==> config.mk <==
export PLATFORM = sky130hd
export DESIGN_NAME = adc_serial_emulator
export DESIGN_NICKNAME = d
export VERILOG_FILES = /design/src/rtl/adc_emu_pkg.sv /design/src/rtl/adc_emu_edge_sync.sv /design/src/rtl/adc_emu_conv_timer.sv /design/src/rtl/adc_emu_shifter.sv /design/src/rtl/adc_serial_emulator.sv
export SDC_FILE = /design/constraint.sdc
export NUM_CORES = 1
export LEC_CHECK = 0
export CORE_UTILIZATION = 40
export CTS_CLUSTER_SIZE = 30
export DETAILED_ROUTE_END_ITERATION = 10
export DONT_BUFFER_PORTS = 1
export PLACE_DENSITY_LB_ADDON = 0.05
export SETUP_SLACK_MARGIN = 0.3
export SLEW_MARGIN = 20
export SYNTH_ARGS = -nofsm -noshare
export SYNTH_HDL_FRONTEND = slang
export SYNTH_SLANG_ARGS = --single-unit
==> constraint.sdc <==
create_clock -name clk -period 1.6 [get_ports clk]
set_clock_uncertainty 0.15 [all_clocks]
set_input_delay 0.32 -clock clk [delete_from_list [all_inputs] [get_ports clk]]
set_output_delay 0.32 -clock clk [all_outputs]
set_load 0.01 [all_outputs]
==> src/rtl/adc_emu_pkg.sv <==
package adc_emu_pkg;
  typedef enum logic [1:0] {
    PH_ACQ  = 2'd0,
    PH_CONV = 2'd1,
    PH_READ = 2'd2,
    PH_HOLD = 2'd3
  } phase_t;
endpackage

==> src/rtl/adc_emu_edge_sync.sv <==
module adc_emu_edge_sync #(
  parameter int STAGES = 2
) (
  input  logic clk,
  input  logic rst_n,
  input  logic din,
  output logic level_o,
  output logic edge_o
);
  logic [STAGES-1:0] chain_q;
  logic              prev_q;

  generate
    if (STAGES == 1) begin : g_single
      always_ff @(posedge clk) begin
        if (!rst_n) chain_q <= '0;
        else        chain_q <= din;
      end
    end else begin : g_multi
      always_ff @(posedge clk) begin
        if (!rst_n) chain_q <= '0;
        else        chain_q <= {chain_q[STAGES-2:0], din};
      end
    end
  endgenerate

  always_ff @(posedge clk) begin
    if (!rst_n) prev_q <= 1'b0;
    else        prev_q <= chain_q[STAGES-1];
  end

  assign level_o = chain_q[STAGES-1];
  assign edge_o  = chain_q[STAGES-1] ^ prev_q;
endmodule

==> src/rtl/adc_emu_conv_timer.sv <==
module adc_emu_conv_timer #(
  parameter int CYCLES = 25
) (
  input  logic clk,
  input  logic rst_n,
  input  logic start_i,
  input  logic run_i,
  output logic expire_o
);
  localparam int TW = (CYCLES < 2) ? 1 : $clog2(CYCLES);
  localparam logic [TW-1:0] LOAD = TW'(CYCLES - 1);

  logic [TW-1:0] left_q;

  always_ff @(posedge clk) begin
    if (!rst_n)                      left_q <= '0;
    else if (start_i)                left_q <= LOAD;
    else if (run_i && left_q != '0)  left_q <= left_q - 1'b1;
  end

  assign expire_o = run_i && (left_q == '0);
endmodule

==> src/rtl/adc_emu_shifter.sv <==
module adc_emu_shifter #(
  parameter int W = 16
) (
  input  logic                     clk,
  input  logic                     rst_n,
  input  logic                     load_i,
  input  logic [W-1:0]             data_i,
  input  logic                     shift_i,
  input  logic                     clear_i,
  output logic                     sdo_o,
  output logic [$clog2(W+1)-1:0]   bits_o
);
  localparam int BW = $clog2(W + 1);

  logic [W-1:0]  word_q;
  logic          sdo_q;
  logic [BW-1:0] bits_q;

  always_ff @(posedge clk) begin
    if (!rst_n) begin
      word_q <= '0;
      sdo_q  <= 1'b0;
      bits_q <= '0;
    end else if (load_i) begin
      word_q <= data_i;
      sdo_q  <= 1'b0;
      bits_q <= '0;
    end else if (shift_i) begin
      sdo_q  <= word_q[W-1];
      word_q <= {word_q[W-2:0], 1'b0};
      bits_q <= bits_q + 1'b1;
    end else if (clear_i) begin
      sdo_q  <= 1'b0;
    end
  end

  assign sdo_o  = sdo_q;
  assign bits_o = bits_q;
endmodule

==> src/rtl/adc_serial_emulator.sv <==
module adc_serial_emulator #(
  parameter int DATA_W      = 16,
  parameter int CONV_CYCLES = 25,
  parameter int SYNC_STAGES = 2,
  parameter int CNT_W       = 8
) (
  input  logic              clk,
  input  logic              rst_n,
  input  logic              cnv_i,
  input  logic              sck_i,
  input  logic [DATA_W-1:0] sample_i,
  output logic              sdo_o,
  output logic              err_o,
  output logic              done_o,
  output logic [CNT_W-1:0]  readouts_o
);
  import adc_emu_pkg::*;

  localparam int BW = $clog2(DATA_W + 1);
  localparam logic [BW-1:0] LAST = BW'(DATA_W);

  logic cnv_lvl, cnv_edge, sck_lvl, sck_edge;
  logic cnv_rise, sck_rise, sck_fall;
  logic conv_over, load, shift, last_fall;
  logic [BW-1:0] bits;
  phase_t phase_q, phase_d;
  logic err_q, done_q;
  logic [CNT_W-1:0] count_q;

  adc_emu_edge_sync #(.STAGES(SYNC_STAGES)) u_cnv_sync (
    .clk(clk), .rst_n(rst_n), .din(cnv_i), .level_o(cnv_lvl), .edge_o(cnv_edge)
  );
  adc_emu_edge_sync #(.STAGES(SYNC_STAGES)) u_sck_sync (
    .clk(clk), .rst_n(rst_n), .din(sck_i), .level_o(sck_lvl), .edge_o(sck_edge)
  );

  assign cnv_rise = cnv_edge & cnv_lvl;
  assign sck_rise = sck_edge & sck_lvl;
  assign sck_fall = sck_edge & ~sck_lvl;

  assign load      = (phase_q == PH_ACQ) && cnv_rise;
  assign shift     = (phase_q == PH_READ) && sck_rise && (bits < LAST);
  assign last_fall = (phase_q == PH_READ) && sck_fall && (bits == LAST);

  adc_emu_conv_timer #(.CYCLES(CONV_CYCLES)) u_timer (
    .clk(clk), .rst_n(rst_n), .start_i(load),
    .run_i(phase_q == PH_CONV), .expire_o(conv_over)
  );

  adc_emu_shifter #(.W(DATA_W)) u_shift (
    .clk(clk), .rst_n(rst_n), .load_i(load), .data_i(sample_i),
    .shift_i(shift), .clear_i(last_fall), .sdo_o(sdo_o), .bits_o(bits)
  );

  always_comb begin
    phase_d = phase_q;
    case (phase_q)
      PH_ACQ:  if (cnv_rise)  phase_d = PH_CONV;
      PH_CONV: if (conv_over) phase_d = PH_READ;
      PH_READ: if (last_fall) phase_d = cnv_lvl ? PH_HOLD : PH_ACQ;
      PH_HOLD: if (!cnv_lvl)  phase_d = PH_ACQ;
      default: phase_d = PH_ACQ;
    endcase
  end

  always_ff @(posedge clk) begin
    if (!rst_n) begin
      phase_q <= PH_ACQ;
      err_q   <= 1'b0;
      done_q  <= 1'b0;
      count_q <= '0;
    end else begin
      phase_q <= phase_d;
      done_q  <= last_fall;
      if ((phase_q == PH_CONV) && sck_edge) err_q <= 1'b1;
      if (last_fall) count_q <= count_q + 1'b1;
    end
  end

  assign err_o      = err_q;
  assign done_o     = done_q;
  assign readouts_o = count_q;
endmodule

[Word-level counts from Yosys, hierarchy flattened]
Index checks and enable logic that the tools add are counted.
Widths: inputs -> output; s select.
Word-level totals
  register bits after elaboration: 45
  input bits: 20
  output and inout bits: 11
Operators by class
  add/subtract/negate cells: 3
  magnitude comparators: 1
  equality and inequality tests: 8
  muxes and demuxes: 12
  bitwise logic cells: 7
  reductions and logical operators: 16
Operator list (count)
  $mux 16: 2
  $mux 2: 5
  $mux 5: 2
  $add 8x1->8 const B: 1
  $logic_and 1x1->1: 8
  $ne 2x2->1 const B: 4
  $pmux 2 s4: 1
  $reduce_bool 2->1: 3
  $add 5x1->5 const B: 1
  $eq 5x5->1 const B: 1
  $logic_not 5->1: 1
  $lt 5x5->1 const B: 1
  $reduce_bool 5->1: 1
  $sub 5x1->5 const B: 1
  $eq 2x2->1 const B: 2
  $reduce_and 4->1: 1
  $and 1x1->1: 3
  $eq 2x1->1 const B: 1
  $logic_not 2->1: 1
  $mux 1: 2
  $not 1->1: 2
  $reduce_or 2->1: 1
  $xor 1x1->1: 2

[Logic depth before layout (Yosys ltp)]
Gate-level depths: netlist of the first run.
  word-level depth: 6
  depth in mapped cells: 6
  depth with buffers taken out: 5

[By module]
A second synthesis of the first run with hierarchy kept.
Second synthesis, totals
  cells, all modules: 207
  area total of the unflattened synthesis: 2178.3 sq um
Modules (own cells, without submodules)
  adc_emu_shifter: times used 1, cells each 98, area each 1134.8 sq um
  adc_serial_emulator: times used 1, cells each 66, area each 623.1 sq um
  adc_emu_conv_timer: times used 1, cells each 29, area each 242.7 sq um
  adc_emu_edge_sync: times used 2, cells each 7, area each 88.8 sq um

[Worst setup path after synthesis of the first run]
Ideal clock, no wire load.
  kind: reg2reg
  start point: register u_timer.left_q[0]
  end point: register u_timer.left_q[3]
  arrival time: 1.388 ns
  required time: 1.375 ns
  setup slack: -0.013 ns
  stages on the path, launching flop included: 6
  buffers on the path: 0
  path through: dfxtp_1 > inv_1 > ha_1 > nor4b_2 > or4_1 > a31oi_1
On the way
  longest elaborated chain between the ends: 3
Ends and longest elaborated chain
  start: declaration: RTL line adc_emu_conv_timer.sv:13  | logic [TW-1:0] left_q;
  start signal: assignment: RTL line adc_emu_conv_timer.sv:18  | else if (run_i && left_q != '0) left_q <= left_q - 1'b1;
  $sub 5x1->5 / $reduce_bool 5->1 (equally long branches): RTL line adc_emu_conv_timer.sv:18
  $mux 5 / $logic_and 1x1->1 (equally long branches): RTL line adc_emu_conv_timer.sv:18
  $mux 5 / $reduce_bool 2->1 (equally long branches)
Parallel ways exist; a longest one is shown, timed or not. The select of a mux whose other input is x is not followed.
A chain may end at the register's enable or synchronous reset.

[Worst setup path in the final report of the first run]
  start point: register phase_q[1]
  end point: register u_shift.word_q[0]
On the way
  longest elaborated chain between the ends: 4
Ends and longest elaborated chain
  start: declaration: RTL line adc_serial_emulator.sv:26  | phase_t phase_q, phase_d;
  start signal: assignment: RTL line adc_serial_emulator.sv:73  | phase_q <= phase_d;
  $eq 2x2->1: RTL line adc_serial_emulator.sv:42  | assign shift = (phase_q == PH_READ) && sck_rise && (bits < LAST);
  $logic_and 1x1->1 (2 in series): RTL line adc_serial_emulator.sv:42
  $reduce_bool 2->1 (no source line)
  end signal: assignment: RTL line adc_emu_shifter.sv:25  | word_q <= data_i;
  end signal: assignment: RTL line adc_emu_shifter.sv:30  | word_q <= {word_q[W-2:0], 1'b0};
  end: declaration: RTL line adc_emu_shifter.sv:15  | logic [W-1:0] word_q;
Parallel ways exist; a longest one is shown, timed or not.

==> results of run 1 <==
## registers in the layout (all words and copies together) (netlist names)
name                cells
u_shift.sdo_o           1
u_sck_sync.prev_q       1
done_o                  1
u_shift.bits_o          5
u_cnv_sync.chain_q      2
err_o                   1
u_timer.left_q          5
u_sck_sync.chain_q      2
phase_q                 2
u_shift.word_q         16
readouts_o              8
u_cnv_sync.prev_q       1
## stage by stage
stage | std cells | total power, W | instance area [sq um]
floorplan | 237 | 0.00134 | 2140
detailed placement | 309 | 0.00138 | 2280
global route | 340 | 0.00224 | 2820
finish | 340 | 0.00214 | 2820
global placement | 309 | 0.00137 | 2280
CTS | 330 | 0.00210 | 2570
## logic make-up after synthesis
logic type,Yosys count,synth area share (%)
buffers and inverters,26,6.36
AND/OR/NAND/NOR,91,25.6
flip-flops,45,44.1
multiplexers,4,1.96
AO/OA/AOI/OAI,65,18.3
adder cells (fa/ha/maj),6,3.67
## worst paths after layout
check	start	endpoint	cells past startpoint
max	phase_q[1]	u_shift.word_q[0]	4
min	rst_n	u_timer.left_q[4]	2
max reg2reg	phase_q[1]	u_shift.word_q[0]	4
min reg2reg	u_sck_sync.chain_q[0]	u_sck_sync.chain_q[1]	1
## worst reg2reg max path: stages, from the launching register on
cell and delay (ns):
dfxtp_2 0.32, or4b_4 0.61, buf_12 0.19, and3_4 0.14, o21a_1 0.15
## what timing repair did
item                       in CTS  in global routing
hold endpoints to repair        5                 10
gates resized for setup        30                 35
setup endpoints to repair      38                 42
gates cloned                    0                  2
pin swaps                      13                 11
setup buffers                  10                  7
hold buffers                    3                  1
## where the power goes
part,internal (W),leakage (nW),switching [W]
combinational,0.000149,0.612,0.000132
sequential,0.00115,0.373,0.0000242
clock,0.000311,0.0395,0.000373
## routing by layer
metal | global-route usage (%) | up-vias | wire length (um)
li1 | - | 914 | -
met1 | 23.6 | 903 | 2250
met2 | 35.3 | 44 | 2720
met3 | 5.35 | 8 | 214
met4 | 7.26 | 0 | 74
met5 | 0 | - | 0
## layout by cell type, fill, tap and decap left out, types with 4 or more instances in the layout
| cell | Yosys | final |
|---|---|---|
| and2_1 | 6 | 6 |
| a31oi_1 | 16 | 15 |
| inv_2 | 0 | 5 |
| nand2_1 | 42 | 41 |
| o21ai_1 | 5 | 6 |
| a21oi_2 | 0 | 4 |
| dfxtp_2 | 0 | 10 |
| dfxtp_1 | 45 | 32 |
| dlygate4sd3_1 | 0 | 4 |
| o21ai_0 | 19 | 8 |
| buf_4 | 1 | 26 |
| buf_6 | 3 | 8 |
| nor2_1 | 4 | 4 |
| or3_1 | 6 | 4 |
| a21oi_1 | 15 | 11 |
| mux2i_1 | 4 | 4 |
| clkbuf_8 | 0 | 5 |
| o21ai_2 | 0 | 10 |
| inv_1 | 10 | 5 |
## cell type report
cell class              count  area [sq um]  area share (%)
flip-flops and latches     45           925            32.8
well taps                  67          83.8            2.97
inverters                  11          41.3            1.46
clock buffers               8          80.1            2.84
repair buffers             43           435            15.4
multi-input cells         166          1250            44.5
==> impl_metrics.env, run 1 <==
export IMPL_hp_class="in -> reg"
export IMPL_grt_max_degree=31
export IMPL_dp_slack_ns=-0.0715
export IMPL_arrival_ns=1.72
export IMPL_p_per_area_nw_per_um2=760
export IMPL_die_h_um=73.5
export IMPL_crit_path_end_kind="flip-flop"
export IMPL_critPathLaunchType="flip-flop"
export IMPL_ant_nets=0
export IMPL_leakagePower_nw=1.02
export IMPL_post_route_util_pct=58.5
export IMPL_rsz0062_at_grt="true"
export IMPL_cts_tree="yes"
export IMPL_place_congestion=0.760
export IMPL_path_class="reg -> reg"
export IMPL_ys_top_cells_by_count="45 x dfxtp_1, 42 x nand2_1, 19 x o21ai_0"
export IMPL_ys_ff_latch=45
export IMPL_setup_viol_count_final=3
export IMPL_yosysSeqAreaShare_pct=44.1
export IMPL_maxCapViolCount=0
export IMPL_synth_nets=263
export IMPL_final_min_clock_period_ns=1.68
export IMPL_yosys_warnings=0
export IMPL_clockBufferDepth=2
export IMPL_yosys_top_cells_area="dfxtp_1 44%, nand2_1 7.7%, a31oi_1 4.9%"
export IMPL_clockRootBuffer="clkbuf_8"
export IMPL_path_clk_slew_ns=0.09
export IMPL_num_io_pins=31
export IMPL_cts_num_sinks=45
export IMPL_core_sq_um=4820
export IMPL_ir_drop_v=0.000432
export IMPL_ys_types=42
export IMPL_area_growth_pct=37.9
export IMPL_worst_r2r_setup_slack_ns=-0.08
export IMPL_violations="setup timing"
export IMPL_routed_wl_um=5260
export IMPL_yosys_area_top_type="dfxtp_1"
export IMPL_drv_slew=0
export IMPL_path_cells="or4b_4 -> buf_12 -> and3_4 -> o21a_1"
export IMPL_cts_buffers=5
export IMPL_antenna_cells=0
export IMPL_syn_cell_area_sq_um=2040
export IMPL_hold_worst_slack_ns=0.00928
export IMPL_wl_per_cell_um=15.5
export IMPL_period_share_pct=105
export IMPL_viasPerCell=5.50
export IMPL_grt_pass1_vias=1780
export IMPL_fmax_mhz=597
export IMPL_postSynthCellCount=237
export IMPL_grt_pass1_wl_um=8300
export IMPL_dieArea_sq_um=5400
export IMPL_dr_pass1_iters=5
export IMPL_start_util_pct=42.4
export IMPL_cp_max_fo=17
export IMPL_htreeDepth=2
export IMPL_slowest_delay_ns=0.61
export IMPL_ys_flop_type="dfxtp_1"
export IMPL_drc=0
export IMPL_crit_slowest_cell="or4b_4"
export IMPL_slew_headroom_pct=60.6
export IMPL_fin_nets=298
export IMPL_io_buffers=0
export IMPL_hold_violations=0
export IMPL_dp_hpwl_um=3210
export IMPL_drive_gt1_share_pct=38.5
export IMPL_synth_edff_count=0
export IMPL_worst_slack_ns=-0.0759
export IMPL_synth_most_common_cell="dfxtp_1"
export IMPL_crit_family="simple AND/OR/NAND/NOR gates"
export IMPL_antenna_found_initial=0
export IMPL_grt_overflow_total=0
export IMPL_avgSynthCellArea_sq_um=8.63
export IMPL_via_count=1869
export IMPL_worst_slew_pin_slew_ns=0.589
export IMPL_std_cell_rows=25
export IMPL_synthArstFlopShare_pct=0
export IMPL_required_ns=1.64
export IMPL_synth_top_area_share_pct=44.1
export IMPL_crit_buf_inv=1
export IMPL_fill_cells=445
export IMPL_run_status="complete, but fails checks"
export IMPL_insertion_delay_ns=0.30
export IMPL_die_w_um=73.5
export IMPL_drt_iter0_drc=87
export IMPL_fin_tns_setup_ns=-0.140
export IMPL_grt_usage_pct=20.2
No activity file was read; power rests on OpenSTA's default activity.
==> inputs of run 2 (changes only) <==
--- a/config.mk
+++ b/config.mk
@@ -5,6 +5,8 @@
 export SDC_FILE = /design/constraint.sdc
 export NUM_CORES = 1
 export LEC_CHECK = 0
+export CELL_PAD_IN_SITES_DETAIL_PLACEMENT = 0
+export CELL_PAD_IN_SITES_GLOBAL_PLACEMENT = 1
 export CORE_UTILIZATION = 40
 export CTS_CLUSTER_SIZE = 30
 export DETAILED_ROUTE_END_ITERATION = 10
==> impl_metrics.env, run 2 (synthesis gave the netlist of run 1 again) <==
export IMPL_maxCapViolCount=0
export IMPL_slew_headroom_pct=60.4
export IMPL_drt_iter0_drc=79
export IMPL_design_area_sq_um=3140
export IMPL_cts_tree="yes"
export IMPL_drive_gt1_share_pct=42.8
export IMPL_antenna_found_initial=0
export IMPL_leakagePower_nw=1.14
export IMPL_grt_pass1_vias=1774
export IMPL_slowest_delay_ns=0.57
export IMPL_setup_viol_count_final=12
export IMPL_final_cell_mix="41 x nand2_1, 32 x dfxtp_1, 16 x buf_4"
export IMPL_critPathLaunchType="flip-flop"
export IMPL_dp_hpwl_um=3130
export IMPL_period_share_pct=104
export IMPL_place_area_sq_um=2280
export IMPL_ant_nets=0
export IMPL_clockBufferDepth=2
export IMPL_rr_startpoint="phase_q[1]"
export IMPL_ir_drop_v=0.000490
export IMPL_hold_worst_slack_ns=0.00373
export IMPL_final_min_clock_period_ns=1.66
export IMPL_worst_r2r_cell_count=5
export IMPL_top_register="u_shift.word_q"
export IMPL_die_w_um=73.5
export IMPL_wl_per_cell_um=16.6
export IMPL_drv_slew=0
export IMPL_dieArea_sq_um=5400
export IMPL_required_ns=1.63
export IMPL_grt_overflow_total=0
export IMPL_core_sq_um=4820
export IMPL_power_total_w=0.00227
export IMPL_die_h_um=73.5
export IMPL_num_io_pins=31
export IMPL_std_cell_rows=25
export IMPL_io_buffers=0
export IMPL_area_growth_pct=53.5
export IMPL_largest_reg_flops=16
export IMPL_place_congestion=0.740
export IMPL_hold_violations=0
export IMPL_final_common_cell="nand2_1"
export IMPL_worst_slew_pin_slew_ns=0.594
export IMPL_grt_usage_pct=20.8
export IMPL_fin_tns_setup_ns=-0.404
export IMPL_r2r_end="u_shift.word_q[10]"
export IMPL_path_class="reg -> reg"
export IMPL_worst_r2r_setup_slack_ns=-0.06
export IMPL_antenna_cells=0
export IMPL_arrival_ns=1.69
export IMPL_path_cells="or4b_4 -> buf_12 -> clkbuf_16 -> o21ai_2 -> a31oi_1"
export IMPL_viasPerCell=5.53
export IMPL_crit_path_end_kind="flip-flop"
export IMPL_path_clk_slew_ns=0.09
export IMPL_drc=0
export IMPL_p_per_area_nw_per_um2=722
export IMPL_via_count=1898
export IMPL_fill_cells=395
export IMPL_grt_max_degree=28
export IMPL_clockRootBuffer="clkbuf_8"
export IMPL_rsz0062_at_grt="true"
export IMPL_run_status="complete, but fails checks"
export IMPL_cp_max_fo=6
export IMPL_crit_slowest_cell="or4b_4"
export IMPL_fin_nets=301
export IMPL_start_util_pct=42.4
export IMPL_hold_depth=2
export IMPL_insertion_delay_ns=0.30
export IMPL_hp_class="in -> reg"
export IMPL_routed_wl_um=5700
export IMPL_min_from="rst_n"
export IMPL_htreeDepth=2
export IMPL_post_route_util_pct=65.1
export IMPL_cts_num_sinks=45
export IMPL_fmax_mhz=604
export IMPL_cts_buffers=5
export IMPL_worst_slack_ns=-0.0562
export IMPL_dr_pass1_iters=6
export IMPL_hold_path_endpoint="readouts_o[5]"
export IMPL_grt_pass1_wl_um=8460
export IMPL_violations="setup timing"
[run 2: changes by cell type in the layout (fill, tap and decap cells not counted), moves of 3 or more]
cell,previous run,this run
a31oi_1,15,9
a31oi_4,0,7
buf_4,26,16
buf_6,8,12
buf_8,0,3
o21ai_1,6,1
o21ai_2,10,13
o21ai_4,0,3
o31ai_1,0,3
o31ai_2,3,0
[run 2: area by class of cell]
class                   instances  area (sq um)  share of cell area [%]
clock buffers                   8          90.1                    2.87
well taps                      67          83.8                    2.67
multi-input cells             166          1420                    45.3
repair buffers                 46           578                    18.4
flip-flops and latches         45           925                    29.5
inverters                      11          41.3                    1.32
[run 2: repair_timing]
action	4_1_cts	5_1_grt
setup buffers	12	3
endpoints found under the hold margin	12	5
gates resized for setup	36	54
pin swaps	16	9
setup endpoints to repair	37	42
hold buffers	5	1
cloned	2	5
[run 2: how the worst max path moves through the flow]
stage	slack, ns	to	cells after the start	startpoint
6_report	-0.06	u_shift.word_q[10]	5	phase_q[1]
5_1_grt	-0.11	u_shift.sdo_o	7	u_sck_sync.chain_q[1]
4_1_cts	-0.02	u_shift.word_q[7]	5	phase_q[1]
3_5_place_dp	-0.06	u_shift.bits_o[4]	4	u_cnv_sync.prev_q
3_3_place_gp	-0.02	u_shift.word_q[0]	4	u_cnv_sync.prev_q
2_1_floorplan	0.09	u_shift.word_q[0]	4	phase_q[1]
[run 2: power by group]
group / internal, W / switching, W / leakage, nW / total, W
Clock: 0.000353 / 0.000383 / 0.0455 / 0.000736
Sequential: 0.00115 / 0.0000251 / 0.373 / 0.00118
Combinational: 0.000185 / 0.000167 / 0.719 / 0.000352
[run 2: through the flow]
step | std cells | setup WS [ns]
after floorplan | 237 | 0.0938
after global placement | 307 | -0.0197
after detailed placement | 307 | -0.0608
after CTS | 334 | -0.0237
after global routing | 343 | -0.106
final | 343 | -0.0562
[run 2: routing by layer]
layer / vias up / global-route usage (%) / wire length (um)
li1: 924 / - / -
met1: 936 / 24.2 / 2380
met2: 32 / 36.9 / 3110
met3: 6 / 5.08 / 162
met4: 0 / 7.26 / 55
met5: - / 0 / 0
[run 2: critical path: cells and delay by family, from the launching register on]
family / cells / cell delay, ns
DFF: 1 / 0.33
buffers and inverters: 2 / 0.34
AOI/OAI and AO/OA: 2 / 0.15
and+or+nand+nor: 1 / 0.57
